**src/rtl/thread_pick_pkg.sv**
```systemverilog
package thread_pick_pkg;
  localparam int NUM_GROUPS = 2;

  typedef struct packed {
    logic ldst;
    logic fp;
  } pick_cls_t;
endpackage

```
**src/rtl/tp_ready_mask.sv**
```systemverilog
module tp_ready_mask #(
  parameter int GROUP_SIZE = 4,
  parameter int NUM_GROUPS = 2,
  localparam int NT = GROUP_SIZE * NUM_GROUPS
) (
  input  logic [NT-1:0] inst_vld,
  input  logic [NT-1:0] wait_dep,
  input  logic [NT-1:0] wait_dmiss,
  input  logic [NT-1:0] wait_tlb,
  input  logic [NT-1:0] wait_div,
  input  logic [NT-1:0] is_spec,
  output logic [NT-1:0] cand
);
  logic [NT-1:0] ready;

  assign ready = inst_vld & ~(wait_dep | wait_dmiss | wait_tlb | wait_div);

  for (genvar g = 0; g < NUM_GROUPS; g++) begin : g_grp
    logic [GROUP_SIZE-1:0] rdy_g;
    logic [GROUP_SIZE-1:0] nonspec_g;

    assign rdy_g     = ready[g*GROUP_SIZE +: GROUP_SIZE];
    assign nonspec_g = rdy_g & ~is_spec[g*GROUP_SIZE +: GROUP_SIZE];
    // speculative threads compete only when no nonspeculative one is ready
    assign cand[g*GROUP_SIZE +: GROUP_SIZE] = (|nonspec_g) ? nonspec_g : rdy_g;
  end
endmodule

```
**src/rtl/tp_group_lru.sv**
```systemverilog
module tp_group_lru #(
  parameter int GROUP_SIZE = 4,
  localparam int LW = (GROUP_SIZE > 1) ? $clog2(GROUP_SIZE) : 1
) (
  input  logic                  clk,
  input  logic                  rst,
  input  logic [GROUP_SIZE-1:0] cand,
  input  logic                  issue,
  output logic                  req,
  output logic [LW-1:0]         sel
);
  // ord_q[0] is the thread picked longest ago
  logic [LW-1:0] ord_q [GROUP_SIZE];
  logic [LW-1:0] ord_d [GROUP_SIZE];
  logic [LW-1:0] pos;

  always_comb begin
    req = 1'b0;
    pos = '0;
    sel = '0;
    for (int i = GROUP_SIZE - 1; i >= 0; i--) begin
      if (cand[ord_q[i]]) begin
        req = 1'b1;
        pos = LW'(i);
        sel = ord_q[i];
      end
    end
  end

  always_comb begin
    for (int i = 0; i < GROUP_SIZE - 1; i++) begin
      ord_d[i] = (i >= int'(pos)) ? ord_q[i+1] : ord_q[i];
    end
    ord_d[GROUP_SIZE-1] = sel;
  end

  always_ff @(posedge clk) begin
    if (rst) begin
      for (int i = 0; i < GROUP_SIZE; i++) ord_q[i] <= LW'(i);
    end else if (issue) begin
      for (int i = 0; i < GROUP_SIZE; i++) ord_q[i] <= ord_d[i];
    end
  end

  // an issue grant only ever lands on a qualifying thread
  p_issue_ready_r3: assert property (@(posedge clk) disable iff (rst)
    issue |-> (req && cand[sel]));

  // the youngest slot holds the thread that just issued
  p_youngest_r4: assert property (@(posedge clk) disable iff (rst)
    issue |=> (ord_q[GROUP_SIZE-1] == $past(sel)));
endmodule

```
**src/rtl/tp_conflict.sv**
```systemverilog
module tp_conflict
  import thread_pick_pkg::*;
(
  input  logic                       clk,
  input  logic                       rst,
  input  logic                       throttle,
  input  logic      [NUM_GROUPS-1:0] req,
  input  pick_cls_t [NUM_GROUPS-1:0] cls,
  output logic      [NUM_GROUPS-1:0] grant
);
  // index of the group refused at the last clash; it wins the next one
  logic loser_q;
  logic clash;

  assign clash = req[0] && req[1] &&
                 ((cls[0].ldst && cls[1].ldst) || (cls[0].fp && cls[1].fp));

  always_comb begin
    grant = '0;
    if (!throttle) begin
      if (clash) grant[loser_q] = 1'b1;
      else       grant = req;
    end
  end

  always_ff @(posedge clk) begin
    if (rst)                     loser_q <= 1'b0;
    else if (clash && !throttle) loser_q <= ~loser_q;
  end

  // never two load/store issues together
  p_no_dual_ldst_r7: assert property (@(posedge clk) disable iff (rst)
    (&grant) |-> !(cls[0].ldst && cls[1].ldst));

  // never two floating-point issues together
  p_no_dual_fp_r8: assert property (@(posedge clk) disable iff (rst)
    (&grant) |-> !(cls[0].fp && cls[1].fp));

  // an unthrottled clash grants exactly one group
  p_one_winner_r7: assert property (@(posedge clk) disable iff (rst)
    (clash && !throttle) |-> $onehot(grant));

  // consecutive unthrottled clashes alternate the winner
  p_alternate_r7: assert property (@(posedge clk) disable iff (rst)
    (clash && !throttle) |=> (clash && !throttle) |-> (grant != $past(grant)));
endmodule

```
**src/rtl/thread_pick_top.sv**
```systemverilog
module thread_pick_top
  import thread_pick_pkg::*;
#(
  parameter int GROUP_SIZE = 4,
  localparam int NT = GROUP_SIZE * NUM_GROUPS,
  localparam int TW = $clog2(NT),
  localparam int LW = (GROUP_SIZE > 1) ? $clog2(GROUP_SIZE) : 1
) (
  input  logic                  clk,
  input  logic                  rst,
  input  logic                  throttle,
  input  logic [NT-1:0]         inst_vld,
  input  logic [NT-1:0]         wait_dep,
  input  logic [NT-1:0]         wait_dmiss,
  input  logic [NT-1:0]         wait_tlb,
  input  logic [NT-1:0]         wait_div,
  input  logic [NT-1:0]         is_spec,
  input  logic [NT-1:0]         is_ldst,
  input  logic [NT-1:0]         is_fp,
  output logic [NUM_GROUPS-1:0] pick_vld,
  output logic [TW-1:0]         pick_tid0,
  output logic [TW-1:0]         pick_tid1
);
  logic      [NT-1:0]         cand;
  logic      [NUM_GROUPS-1:0] req;
  logic      [NUM_GROUPS-1:0] grant;
  pick_cls_t [NUM_GROUPS-1:0] cls;
  logic      [TW-1:0]         gtid [NUM_GROUPS];
  logic      [TW-1:0]         tid_q [NUM_GROUPS];
  logic      [NUM_GROUPS-1:0] vld_q;

  tp_ready_mask #(.GROUP_SIZE(GROUP_SIZE), .NUM_GROUPS(NUM_GROUPS)) u_mask (
    .inst_vld  (inst_vld),
    .wait_dep  (wait_dep),
    .wait_dmiss(wait_dmiss),
    .wait_tlb  (wait_tlb),
    .wait_div  (wait_div),
    .is_spec   (is_spec),
    .cand      (cand)
  );

  for (genvar g = 0; g < NUM_GROUPS; g++) begin : g_pick
    logic [LW-1:0] sel;

    tp_group_lru #(.GROUP_SIZE(GROUP_SIZE)) u_lru (
      .clk  (clk),
      .rst  (rst),
      .cand (cand[g*GROUP_SIZE +: GROUP_SIZE]),
      .issue(grant[g]),
      .req  (req[g]),
      .sel  (sel)
    );

    assign gtid[g]     = TW'(g * GROUP_SIZE) + TW'(sel);
    assign cls[g].ldst = is_ldst[gtid[g]];
    assign cls[g].fp   = is_fp[gtid[g]];

    always_ff @(posedge clk) begin
      if (rst) begin
        vld_q[g] <= 1'b0;
        tid_q[g] <= '0;
      end else begin
        vld_q[g] <= grant[g];
        tid_q[g] <= grant[g] ? gtid[g] : '0;
      end
    end
  end

  tp_conflict u_conf (
    .clk     (clk),
    .rst     (rst),
    .throttle(throttle),
    .req     (req),
    .cls     (cls),
    .grant   (grant)
  );

  assign pick_vld  = vld_q;
  assign pick_tid0 = tid_q[0];
  assign pick_tid1 = tid_q[1];

  // a throttled cycle leaves no pick behind
  p_throttle_r10: assert property (@(posedge clk) disable iff (rst)
    throttle |=> (pick_vld == '0));

  // group 1 only reports its own threads
  p_grp1_range_r1: assert property (@(posedge clk) disable iff (rst)
    pick_vld[1] |-> (pick_tid1 >= TW'(GROUP_SIZE)));

  // group 0 only reports its own threads
  p_grp0_range_r1: assert property (@(posedge clk) disable iff (rst)
    pick_vld[0] |-> (pick_tid0 < TW'(GROUP_SIZE)));
endmodule

```
**config.mk**
```make
export PLATFORM = sky130hd
export DESIGN_NAME = thread_pick_top
export DESIGN_NICKNAME = d
export VERILOG_FILES = /design/src/rtl/thread_pick_pkg.sv /design/src/rtl/tp_ready_mask.sv /design/src/rtl/tp_group_lru.sv /design/src/rtl/tp_conflict.sv /design/src/rtl/thread_pick_top.sv
export SDC_FILE = /design/constraint.sdc
export NUM_CORES = 1
export LEC_CHECK = 0
export BUFFER_PORTS_ARGS = -buffer_cell sky130_fd_sc_hd__clkbuf_2
export CAP_MARGIN = 20
export CORE_MARGIN = 2
export CORE_UTILIZATION = 46
export DETAILED_ROUTE_END_ITERATION = 10
export GPL_TIMING_DRIVEN = 0
export PLACE_DENSITY = 0.82
export SYNTH_ARGS = -nofsm -noshare
export SYNTH_HDL_FRONTEND = slang
export SYNTH_SLANG_ARGS = --single-unit
```
**constraint.sdc**
```tcl
create_clock -name clk -period 4.18 [get_ports clk]
set_input_delay 0 -clock clk [delete_from_list [all_inputs] [get_ports clk]]
set_output_delay 0 -clock clk [all_outputs]
set_load 0.005 [all_outputs]
```
==> results by group <==
STA
  – Final hold vios: 0
  – Fin. max-slew vios: 0
  – Max Clk Rate: 267 MHz
  – Max Clock Skew: 0.00751 ns
  – Worst-margin pin slew: 0.860 ns
  – Final setup fails: 0
  – Final period util: 89.8%
  – Minimum clock period: 3.75 ns
  – Final setup TNS: 0 ns
  – Slew margin rel.: 42.5%
  – Hold WS: 0.0551 ns
  – RSZ-0062 raised after global routing: no

Pwr
  – PwrDens: 210 mW/mm2
  – Worst vdd ir: 0.155 mV
  – P_leak: 0.00108 uW

Logic synthesis
  – Syn Area/Cell: 8.86 um2
  – Async set-or-reset flop fraction in the synthesized netlist: 0%
  – Net Count, Synth: 313
  – Post-synth top area cell: edfxtp_1
  – Synth cell types: 68
  – Yosys warnings: 0
  – Mux cell area share after synthesis: 11.0%
  – Largest family of logic cells by synthesized area: simple AND/OR/NAND/NOR gates
  – Post-synth EDFFs: 16
  – Simple-gate share of the synthesized area: 29.2%
  – Adder-cell share of the synthesized area: 0%
  – Synth top area share: 22.0%
  – XOR/XNOR Fraction of Synth Area: 0%
  – Primary FF master, synth: edfxtp_1
  – Synth Area in Compound Gates: 27.1%
  – Post-Syn Instances: 246
  – Post-Synthesis Cell Area: 0.00218 mm2
  – Register area share after synthesis: 28.5%
  – Seq cells post-synth: 23
  – Synth area leaders: edfxtp_1 (22%), mux2i_1 (7.3%), dfxtp_1 (6.4%)

Setup path
  – R2R Setup Slk: 0.43 ns
  – Worst-path maximum fanout: 8
  – Type of origin of the critical path: flop
  – WS Path Type: flop to flop
  – Critical Path, Cell by Cell: clkbuf_1 > mux2i_1 > a21oi_1 > a2111oi_0 > nor3_1 > a2bb2oi_4 > mux2i_1 > mux2i_1 > a22oi_2 > nor3_1 > o31ai_1
  – Worst path slowest cell: a2111oi_0
  – Worst Path Arrival: 3.67 ns
  – R2r startpoint: g_pick[1].u_lru.ord_q[2][0]$_SDFFCE_PN0P_
  – CP peak stage delay: 0.68 ns
  – CP Launch Point: g_pick[1].u_lru.ord_q[2][0]$_SDFFCE_PN0P_
  – CP delay by family, top: compound AO/OA/AOI/OAI gates
  – Worst Path Buf+Inv: 1
  – Worst setup EP type: flop
  – Data required, critical path: 4.10 ns
  – Most frequent CP cell: mux2i_1

Outcome
  – Status: completed

Hold path
  – Worst hold start: rst
  – Hold Crit Class: input port to flop

Routing
  – Met2 WL: 2.76 mm
  – Wire length per cell: 14.4 um
  – Top Metal Used: met4
  – Antenna-violating nets left: 0
  – Drt total wl: 5.39 mm
  – Pre-Repair DR Iteration Count: 5
  – DR vias: 2263
  – Number of remaining DRC errors: 0
  – DRT iter0 DRCs: 68
  – DRT met1 WL: 2.31 mm
  – Metal3 WL: 265 um
  – Drt via density: 6.03

GRT
  – Initial antenna violation count: 0
  – Global-route wire length before repair: 9.00 mm
  – Pin count of the biggest net entering global routing: 13
  – Vias in the first global route: 2069
  – Remaining Overflow, GRT: 0
  – Total GRT Usage: 21.0%

Clock network
  – CTS clk-pin slew, worst paths: 0.08 ns
  – TritonCTS buffer count: 3
  – Clock latency on the worst-skew pair: 0.27 ns
  – Post-CTS Hold Fix Bufs: 0
  – CTS tree: built
  – CTS Root Cell: clkbuf_8
  – Max clock buf depth: 2
  – CTS sink cnt: 23
  – Resized cells post-CTS: 0
  – Post-CTS setup buffer count: 0
  – # H-tree levels: 1

Placed design
  – Port Buffer Count: 71
  – GPL Wtd Cong: 0.873
  – Dpl hpwl: 4.39 mm
  – Area after DPL: 0.00260 mm2

Floorplan
  – Die width: 72.8 um
  – Initial Util: 47.1%
  – Die height: 72.8 um
  – Row count: 25
  – Die Area: 0.00530 mm2
  – CORE AREA: 0.00463 mm2
  – Num ports: 75

Cells and area
  – Nets: 389
  – Layout area overhead: 21.5%
  – Share of layout cells above drive strength 1: 32.1%
  – # diodes: 0
  – Finished Cell Area: 0.00265 mm2

Job
  – Max-cap violations: 0
where the power goes:
group          total [uW]  internal (uW)  leakage [uW]  switching, uW
clock                 138           68.1     0.0000228           69.7
sequential            265            255      0.000198           9.59
combinational         153           72.2      0.000855           80.5
cells in the mapped netlist, types with 3 or more instances:
cell type  count
buf_2          3
a211oi_1       4
nand2_1       14
nor2_1        14
dfxtp_1        7
and2_1         8
nor4b_1        3
nand3b_1       3
nand3_1       10
inv_1          7
edfxtp_1      16
a31oi_1        7
nand2b_1       5
mux2i_1       16
clkbuf_1       4
or3_1          6
o31ai_1        8
nor3b_1        9
a21oi_1       16
mux2_2         3
o21ai_0        8
buf_4          3
and3_1         5
nor3_1        15
o2111ai_1      3
state kept, by name, summed over array words and instances, names as in the netlist:
| register | count |
|---|---|
| tid_q | 4 |
| pick_vld | 2 |
| g_pick.u_lru.ord_q | 16 |
| u_conf.loser_q | 1 |
layout make-up:
type,instances,area (um2)
plain buffers,12,60.1
clock buffers,4,45.0
fillers,441,1980
inverters,8,30.0
multi-input cells,203,1470
flip-flops and latches,23,621
well taps,54,67.6
repair buffers,71,355
through the flow:
step	total power, uW	util (%)	worst slack (ns)	cells
after floorplan	364	-	0.916	246
after global placement	416	56.2	0.469	371
after detailed placement	421	56.2	0.382	371
after CTS	556	57.2	0.459	375
after global routing	579	57.2	0.189	375
final	555	57.2	0.428	375
layer usage:
layer / global-route usage, % / vias to the layer above
met5: 0 / -
met4: 3.91 / 0
met3: 1.93 / 8
met2: 39.2 / 88
met1: 26.4 / 1041
li1: - / 1126
cells in the final DEF, fill, tap and decap left out, drive strengths merged, types with 8 or more instances in the layout:
cell type,n
nor3b,9
and2,9
nand3,10
edfxtp,16
o31ai,8
nor3,17
a31oi,8
nor2,14
buf,8
clkbuf,79
nand2,14
o21ai,9
mux2i,16
a21oi,16
cell families after synthesis:
logic type	after synthesis
flip-flops	23
AND/OR/NAND/NOR	108
multiplexers	21
buffers and inverters	20
other	1
AO/OA/AOI/OAI	73
final timing paths:
kind / end / cells past startpoint
setup / recovery: g_pick[1].u_lru.ord_q[2][1]$_SDFFCE_PN1P_ / 11
hold / removal: g_pick[0].u_lru.ord_q[3][1]$_SDFFCE_PN1P_ / 2
setup reg to reg: g_pick[1].u_lru.ord_q[2][1]$_SDFFCE_PN1P_ / 11
hold reg to reg: u_conf.loser_q$_SDFFE_PP0P_ / 2
(Power assumes the default switching activity.)
